File: src/rtl/sfr_pkg.sv
package sfr_pkg;
   // Bit positions inside the composed status word that consumers decode.
   localparam int N_POS   = 31;
   localparam int Z_POS   = 30;
   localparam int C_POS   = 29;
   localparam int V_POS   = 28;
   localparam int IT1_LSB = 25;
   localparam int IT1_W   = 2;
   localparam int IT2_LSB = 10;
   localparam int IT2_W   = 6;

   typedef struct packed {
      logic [1:0] nz;
      logic       c;
      logic       v;
   } nzcv_t;
endpackage

File: src/rtl/sfr_piece.sv
module sfr_piece #(
   parameter int W = 1
) (
   input  logic         clk,
   input  logic         rst,
   input  logic         we,
   input  logic [W-1:0] d,
   output logic [W-1:0] q
);
   always_ff @(posedge clk) begin
      if (rst)     q <= '0;
      else if (we) q <= d;
   end
endmodule

File: src/rtl/sfr_byte_merge.sv
module sfr_byte_merge #(
   parameter int WORD_W = 32,
   localparam int NBYTES = WORD_W / 8
) (
   input  logic [WORD_W-1:0] old_word,
   input  logic [WORD_W-1:0] new_word,
   input  logic [NBYTES-1:0] bmask,
   output logic [WORD_W-1:0] merged
);
   for (genvar b = 0; b < NBYTES; b++) begin : g_byte
      assign merged[8*b +: 8] = bmask[b] ? new_word[8*b +: 8] : old_word[8*b +: 8];
   end
endmodule

File: src/rtl/sfr_compose.sv
module sfr_compose
   import sfr_pkg::*;
#(
   parameter int              WORD_W    = 32,
   parameter int              GE_LSB    = 16,
   parameter int              GE_W      = 4,
   parameter logic [WORD_W-1:0] READ_MASK = 32'hF8FF03DF
) (
   input  nzcv_t             flags,
   input  logic [GE_W-1:0]   ge,
   input  logic [WORD_W-1:0] rest,
   output logic [WORD_W-1:0] word,
   output logic [WORD_W-1:0] read_word,
   output logic [IT1_W+IT2_W-1:0] it_next
);
   always_comb begin
      word                = rest;
      word[N_POS]         = flags.nz[1];
      word[Z_POS]         = flags.nz[0];
      word[C_POS]         = flags.c;
      word[V_POS]         = flags.v;
      word[GE_LSB +: GE_W] = ge;
   end

   assign read_word = word & READ_MASK;
   assign it_next   = {word[IT2_LSB +: IT2_W], word[IT1_LSB +: IT1_W]};
endmodule

File: src/rtl/sfr_flag_status.sv
module sfr_flag_status
   import sfr_pkg::*;
#(
   parameter int                WORD_W    = 32,
   parameter int                GE_LSB    = 16,
   parameter int                GE_W      = 4,
   parameter logic [WORD_W-1:0] FLAG_MASK = 32'hF00F0000,
   parameter logic [WORD_W-1:0] READ_MASK = 32'hF8FF03DF,
   localparam int               NBYTES    = WORD_W / 8,
   localparam int               IT_W      = IT1_W + IT2_W
) (
   input  logic              clk,
   input  logic              rst,
   input  logic              nz_we,
   input  logic [1:0]        nz_wdata,
   input  logic              c_we,
   input  logic              c_wdata,
   input  logic              v_we,
   input  logic              v_wdata,
   input  logic              ge_we,
   input  logic [GE_W-1:0]   ge_wdata,
   input  logic              lg_we,
   input  logic [1:0]        lg_nz,
   input  logic              lg_shifted,
   input  logic              lg_carry,
   input  logic              fp_we,
   input  logic [3:0]        fp_flags,
   input  logic              word_we,
   input  logic [NBYTES-1:0] word_bmask,
   input  logic [WORD_W-1:0] word_wdata,
   output logic [WORD_W-1:0] status_word,
   output logic [WORD_W-1:0] status_read,
   output logic [IT_W-1:0]   it_next,
   output logic [1:0]        nz_q,
   output logic              c_q,
   output logic              v_q,
   output logic [GE_W-1:0]   ge_q
);
   localparam logic [WORD_W-1:0] DERIVED_MASK =
      (WORD_W'(4'hF) << V_POS) | (WORD_W'((1 << GE_W) - 1) << GE_LSB);

   // Elaboration checks on the configuration
   if (WORD_W != 32) begin : g_bad_width
      $error("sfr_flag_status: WORD_W must be 32");
   end
   if (GE_LSB + GE_W > V_POS) begin : g_bad_ge
      $error("sfr_flag_status: GE field overlaps NZCV");
   end
   if (FLAG_MASK != DERIVED_MASK) begin : g_bad_mask
      $error("sfr_flag_status: FLAG_MASK disagrees with field positions");
   end

   logic [WORD_W-1:0] merged;
   logic [WORD_W-1:0] rest_q, rest_d;
   logic [1:0]        nz_d;
   logic              c_d, v_d;
   logic [GE_W-1:0]   ge_d;
   logic              nz_en, c_en, v_en, ge_en;
   nzcv_t             cur_flags;

   assign cur_flags = '{nz: nz_q, c: c_q, v: v_q};

   sfr_compose #(
      .WORD_W(WORD_W), .GE_LSB(GE_LSB), .GE_W(GE_W), .READ_MASK(READ_MASK)
   ) u_compose (
      .flags(cur_flags), .ge(ge_q), .rest(rest_q),
      .word(status_word), .read_word(status_read), .it_next(it_next)
   );

   sfr_byte_merge #(.WORD_W(WORD_W)) u_merge (
      .old_word(status_word), .new_word(word_wdata),
      .bmask(word_bmask), .merged(merged)
   );

   // Per-piece source selection: word > FP transfer > logical update > direct
   always_comb begin
      nz_en = word_we | fp_we | lg_we | nz_we;
      if (word_we)    nz_d = {merged[N_POS], merged[Z_POS]};
      else if (fp_we) nz_d = fp_flags[3:2];
      else if (lg_we) nz_d = lg_nz;
      else            nz_d = nz_wdata;

      c_en = word_we | fp_we | (lg_we & lg_shifted) | c_we;
      if (word_we)                  c_d = merged[C_POS];
      else if (fp_we)               c_d = fp_flags[1];
      else if (lg_we && lg_shifted) c_d = lg_carry;
      else                          c_d = c_wdata;

      v_en = word_we | fp_we | v_we;
      if (word_we)    v_d = merged[V_POS];
      else if (fp_we) v_d = fp_flags[0];
      else            v_d = v_wdata;

      ge_en = word_we | ge_we;
      ge_d  = word_we ? merged[GE_LSB +: GE_W] : ge_wdata;

      rest_d = merged & ~FLAG_MASK;
   end

   sfr_piece #(.W(2))      u_nz   (.clk(clk), .rst(rst), .we(nz_en),   .d(nz_d),   .q(nz_q));
   sfr_piece #(.W(1))      u_c    (.clk(clk), .rst(rst), .we(c_en),    .d(c_d),    .q(c_q));
   sfr_piece #(.W(1))      u_v    (.clk(clk), .rst(rst), .we(v_en),    .d(v_d),    .q(v_q));
   sfr_piece #(.W(GE_W))   u_ge   (.clk(clk), .rst(rst), .we(ge_en),   .d(ge_d),   .q(ge_q));
   sfr_piece #(.W(WORD_W)) u_rest (.clk(clk), .rst(rst), .we(word_we), .d(rest_d), .q(rest_q));

   // Assertions
   p_reset_clear_r1: assert property (@(posedge clk)
      rst |=> (status_word == '0));

   p_c_hold_r4: assert property (@(posedge clk) disable iff (rst)
      (!word_we && !fp_we && !(lg_we && lg_shifted) && !c_we) |=> $stable(c_q));

   p_v_hold_r5: assert property (@(posedge clk) disable iff (rst)
      (!word_we && !fp_we && !v_we) |=> $stable(v_q));

   p_ge_hold_r6: assert property (@(posedge clk) disable iff (rst)
      (!word_we && !ge_we) |=> $stable(ge_q));

   p_fp_load_r6: assert property (@(posedge clk) disable iff (rst)
      (fp_we && !word_we) |=> ({nz_q, c_q, v_q} == $past(fp_flags)));

   p_full_write_r7: assert property (@(posedge clk) disable iff (rst)
      (word_we && (word_bmask == '1)) |=> (status_word == $past(word_wdata)));

   p_word_first_r8: assert property (@(posedge clk) disable iff (rst)
      (word_we && word_bmask[NBYTES-1] && (fp_we || lg_we || nz_we))
      |=> (nz_q == $past(word_wdata[N_POS:Z_POS])));
endmodule

File: config.mk
export PLATFORM = sky130hd
export DESIGN_NAME = sfr_flag_status
export DESIGN_NICKNAME = d
export VERILOG_FILES = /design/src/rtl/sfr_pkg.sv /design/src/rtl/sfr_piece.sv /design/src/rtl/sfr_byte_merge.sv /design/src/rtl/sfr_compose.sv /design/src/rtl/sfr_flag_status.sv
export SDC_FILE = /design/constraint.sdc
export NUM_CORES = 1
export LEC_CHECK = 0
export ABC_AREA = 1
export BUFFER_PORTS_ARGS = -buffer_cell sky130_fd_sc_hd__buf_2
export CORE_MARGIN = 1
export CORE_UTILIZATION = 42
export DETAILED_ROUTE_END_ITERATION = 16
export GPL_ROUTABILITY_DRIVEN = 0
export PLACE_DENSITY = 0.92
export SETUP_SLACK_MARGIN = 0.1
export SLEW_MARGIN = 20
export SYNTH_ARGS = -nofsm -noshare
export SYNTH_HDL_FRONTEND = slang
export SYNTH_SLANG_ARGS = --single-unit
File: constraint.sdc
create_clock -name clk -period 1.6 [get_ports clk]
set_input_delay 0.16 -clock clk [delete_from_list [all_inputs] [get_ports clk]]
set_output_delay 0.16 -clock clk [all_outputs]
set_load 0.03 [all_outputs]
Yosys cells after proc, flatten, opt, wreduce, memory -nomap -nowiden
Cells that the tools add are included.
{ "totals": {"register_bits": 32, "inputBits": 61, "output_inout_bits": 80} }
{ "classes": {"eq_ne": 2, "n_mux": 11, "bitwise": 8, "reduce_logical": 9} }
{ "op_table": {"columns": ["cell", "count"], "rows": [
  ["2-bit AND reduction", 8],
  ["4-bit 2-to-1 mux", 2],
  ["8-bit 2-to-1 mux", 1],
  ["1-bit bitwise OR", 7],
  ["2-bit 2-to-1 mux", 3],
  ["1-bit 2-to-1 mux", 5],
  ["2-bit by 1-bit inequality test with 1-bit output (second input constant)", 2],
  ["1-bit AND", 1],
  ["1-bit logical AND", 1]
]} }

Logic depth before layout (Yosys ltp)
{ "depth": {"word_depth": 4, "mapped_depth": 6, "mapped_depth_nobuf": 6} }

By module
From an unflattened synthesis, not the netlist that was laid out.
{ "unflattened": {"hier_cells": 494, "area_unflattened_um2": 2900.3} }
{ "by_module_without_submodules": {"columns": ["mod", "instances", "cells_each", "area_each_um2", "seq_area_each_um2"], "rows": [
  ["sfr_piece at u_rest", 1, 203, 1338.8, 640.6],
  ["sfr_compose", 1, 73, 544.3, 0.0],
  ["sfr_byte_merge", 1, 104, 420.4, 0.0],
  ["sfr_flag_status", 1, 61, 252.7, 0.0],
  ["sfr_piece at u_ge", 1, 26, 172.7, 80.1],
  ["sfr_piece at u_c ...", 2, 7, 45.0, 20.0],
  ["sfr_piece at u_nz", 1, 13, 81.3, 40.0]
]} }

Worst setup path before layout
No wires, ideal clock.
{ "synth_path": {"path_kind": "register to output", "startpoint": "reg u_v.q", "endpoint": "out status_read[28]", "t_arrival_ns": 0.738, "required_time_ns": 1.440, "slack_ns": 0.702, "path_stages_with_launch": 2, "n_path_buf": 1, "path_cell_list": "dfxtp_1 > buf_4"} }
{ "synth_lines": {"columns": ["item", "line_no", "rtl"], "rows": [
  ["start: declaration", "sfr_piece.sv:8", "output logic [W-1:0] q"],
  ["start signal: assignment", "sfr_piece.sv:11", "if (rst) q <= '0;"],
  ["start signal: assignment", "sfr_piece.sv:12", "else if (we) q <= d;"],
  ["end: declaration", "sfr_flag_status.sv:32", "output logic [WORD_W-1:0] status_read,"]
]} }
No word-level cell between the ends.

Worst setup path after layout
{ "layout_path": {"startpoint": "reg u_v.q", "endpoint": "out v_q"} }
{ "layout_lines": {"columns": ["item", "line_no", "rtl"], "rows": [
  ["end: declaration", "sfr_flag_status.sv:36", "output logic v_q,"]
]} }
No word-level cell between the ends.

==> results.sh <==
export IMPL_status="finished clean"
export IMPL_ys_top_cells_by_count="nor2_1, buf_4, nand2_1"
export IMPL_cp_slowest_cell="dfxtp_1"
export IMPL_grt_pass1_wl_mm=5.789
export IMPL_synth_top_area_share=0.3662
export IMPL_cp_arrival_ns=0.87
export IMPL_design_die_area_mm2=0.004427
export IMPL_setup_worst_path_end="v_q"
export IMPL_synth_area_leaders="dfxtp_1, buf_4, nor2_1"
export IMPL_yosys_warnings=0
export IMPL_htreeDepth=2
export IMPL_cp_end_kind="primary output"
export IMPL_synthFlopType="dfxtp_1"
export IMPL_fp_dieW_um=66.54
export IMPL_final_max_slew_viol_count=0
export IMPL_worst_setup_path_type="reg2out"
export IMPL_first_pass_iters=6
export IMPL_r2r_setup_slack_ns=0.92
export IMPL_period_needed_ns=1.031
export IMPL_drive_gt1_frac=0.3917
export IMPL_area_growth_pct=25.89
export IMPL_globalRouteTotalUtil=0.1764
export IMPL_nNetsFinal=421
export IMPL_grt_max_degree=33
export IMPL_slowest_delay_ns=0.38
export IMPL_io_buffers=130
export IMPL_path_cells="buf_2"
export IMPL_grt_setup_unrepaired="false"
export IMPL_cts_root_buf="clkbuf_8"
export IMPL_avgRoutedWirePerCell_um=9.820
export IMPL_worst_path_max_fanout=4
export IMPL_routed_wl_mm=4.026
export IMPL_yosysSeqAreaShare=0.3662
export IMPL_async_flop_share=0
export IMPL_fmax_mhz=969.8
export IMPL_netlist_area_mm2=0.001749
export IMPL_grt_pass1_vias=1395
export IMPL_yosysMostFrequentCell="nor2_1"
export IMPL_maxCapViolations=0
export IMPL_dp_hpwl_mm=3.245
export IMPL_cts_buffers=5
export IMPL_ant_nets=0
export IMPL_clock_latency_ns=0.27
export IMPL_synth_cells=265
export IMPL_cp_top_family="flip-flops"
export IMPL_coreArea_mm2=0.004000
export IMPL_via_count=1802
export IMPL_min_path_type="in2reg"
export IMPL_grt_antenna_before_repair=0
export IMPL_cts_clk_slew_worst_paths_ns=0.06
export IMPL_worstRegToRegCells=4
export IMPL_fin_setup_tns_ns=0
export IMPL_leakage_nw=1.357
export IMPL_skew_ns=0
export IMPL_ys_ff_latch=32
export IMPL_synth_distinct_cells=11
export IMPL_holdBufCountCts=0
export IMPL_finalHoldViolCount=0
export IMPL_cts_tree="yes"
export IMPL_cts_sinks=32
export IMPL_power_density_mw_per_mm2=963.0
export IMPL_fillers=408
export IMPL_syn_avg_cell_area_um2=6.601
export IMPL_crit_path_start_kind="register"
export IMPL_antenna_cells=0
export IMPL_r2r_end="u_nz.q[0]$_SDFFE_PP0P_"
export IMPL_setup_viol=0
export IMPL_viasPerCell=4.395
export IMPL_critPathBufInv=1
export IMPL_ctsResizeCount=0
export IMPL_drt_drc_violations_left=0
export IMPL_synth_top_area_cell="dfxtp_1"
export IMPL_synth_edf_count=0
export IMPL_ios=141
export IMPL_core_rowCount=23
export IMPL_die_h_um=66.54
export IMPL_post_cts_buffers=0
export IMPL_grt_ovfl_total=0
export IMPL_cp_required_ns=1.44
export IMPL_crit_path_start="u_v.q$_SDFFE_PP0P_"
export IMPL_dp_slack_ns=0.4179
export IMPL_initial_core_util=0.4373
export IMPL_r2r_start="u_nz.q[0]$_SDFFE_PP0P_"
export IMPL_dr_first_iter_drc_count=33
export IMPL_setup_ws_ns=0.5688
export IMPL_irDropWorstVdd_uv=405.9
export IMPL_timing_final_crit_share=0.6445
export IMPL_clk_path_buf_depth=2
export IMPL_cp_num_cells=1
-- logic make-up (layout without fill, tap and decap cells) --
group                  count (synthesis)  count (layout)  synth area share
AND/OR/NAND/NOR                      127             127            0.2804
buffers and inverters                 76             162            0.2682
flip-flops                            32              32            0.3662
AO/OA/AOI/OAI                         29              29           0.08298
other                                  1              10          0.002144
-- report_power, final --
part	total (mW)	switching [mW]	internal [mW]
clock network	0.559	0.264	0.295
registers	0.897	0.0411	0.856
logic	0.665	0.468	0.197
-- cell type report --
cell class,count,area [um2],share of cell area
timing repair buffer,131,658.1,0.2989
sequential,32,640.6,0.2909
clock buffer,6,72.57,0.03295
inverter,24,90.09,0.04091
multi-input combinational,166,673.1,0.3057
tap,50,62.56,0.02841
clock inverter,1,5.005,0.002273
-- worst min path at each step --
stage                           endpoint      startpoint  slack [ns]  cells after the start
3_3_place_gp    u_rest.q[9]$_SDFFE_PP0P_   word_wdata[9]        0.41                      3
2_1_floorplan   u_rest.q[0]$_SDFFE_PP0P_   word_wdata[0]        0.32                      2
5_1_grt         u_rest.q[3]$_SDFFE_PP0P_   word_wdata[3]        0.13                      3
4_1_cts        u_rest.q[25]$_SDFFE_PP0P_  word_wdata[25]        0.13                      3
6_report       u_rest.q[25]$_SDFFE_PP0P_  word_wdata[25]        0.14                      3
3_5_place_dp    u_rest.q[3]$_SDFFE_PP0P_   word_wdata[3]        0.42                      3
-- cell usage in the layout (no fill, tap or decap) --
cell type    n
buf_2      130
buf_4        1
clkbuf_1     1
clkbuf_8     5
clkinv_2     1
conb_1      10
dfxtp_1     32
inv_1       22
inv_2        2
nand2_1     43
nand2_2      2
nand3_1      7
nor2_1      75
o21ai_0     29
-- sequential cells by signal (all words and copies together) (netlist names) --
signal and count:
u_ge.q 4, u_nz.q 2, u_c.q 1, u_v.q 1
u_rest.q 24
-- through the flow --
stage / total power, mW / utilization / cells / hold WS (ns) / instance area (um2)
after floorplan: 1.470 / - / 274 / 0.3245 / 1783
after global placement: 1.575 / 0.5311 / 403 / 0.4116 / 2125
after detailed placement: 1.584 / 0.5311 / 403 / 0.4191 / 2125
after CTS: 2.153 / 0.5505 / 410 / 0.1265 / 2202
after global routing: 2.251 / 0.5505 / 410 / 0.1264 / 2202
final: 2.121 / 0.5505 / 410 / 0.1362 / 2202
-- routing by layer --
| metal | vias to the layer above | track usage | part of all wire |
|---|---|---|---|
| met2 | 95 | 0.3355 | 0.51 |
| met1 | 764 | 0.1757 | 0.40 |
| met3 | 7 | 0.05308 | 0.078 |
| met5 | - | 0 | 0 |
| li1 | 936 | - | - |
| met4 | 0 | 0.07181 | 0.011 |
Note: power is estimated with default switching activity, not from simulation.
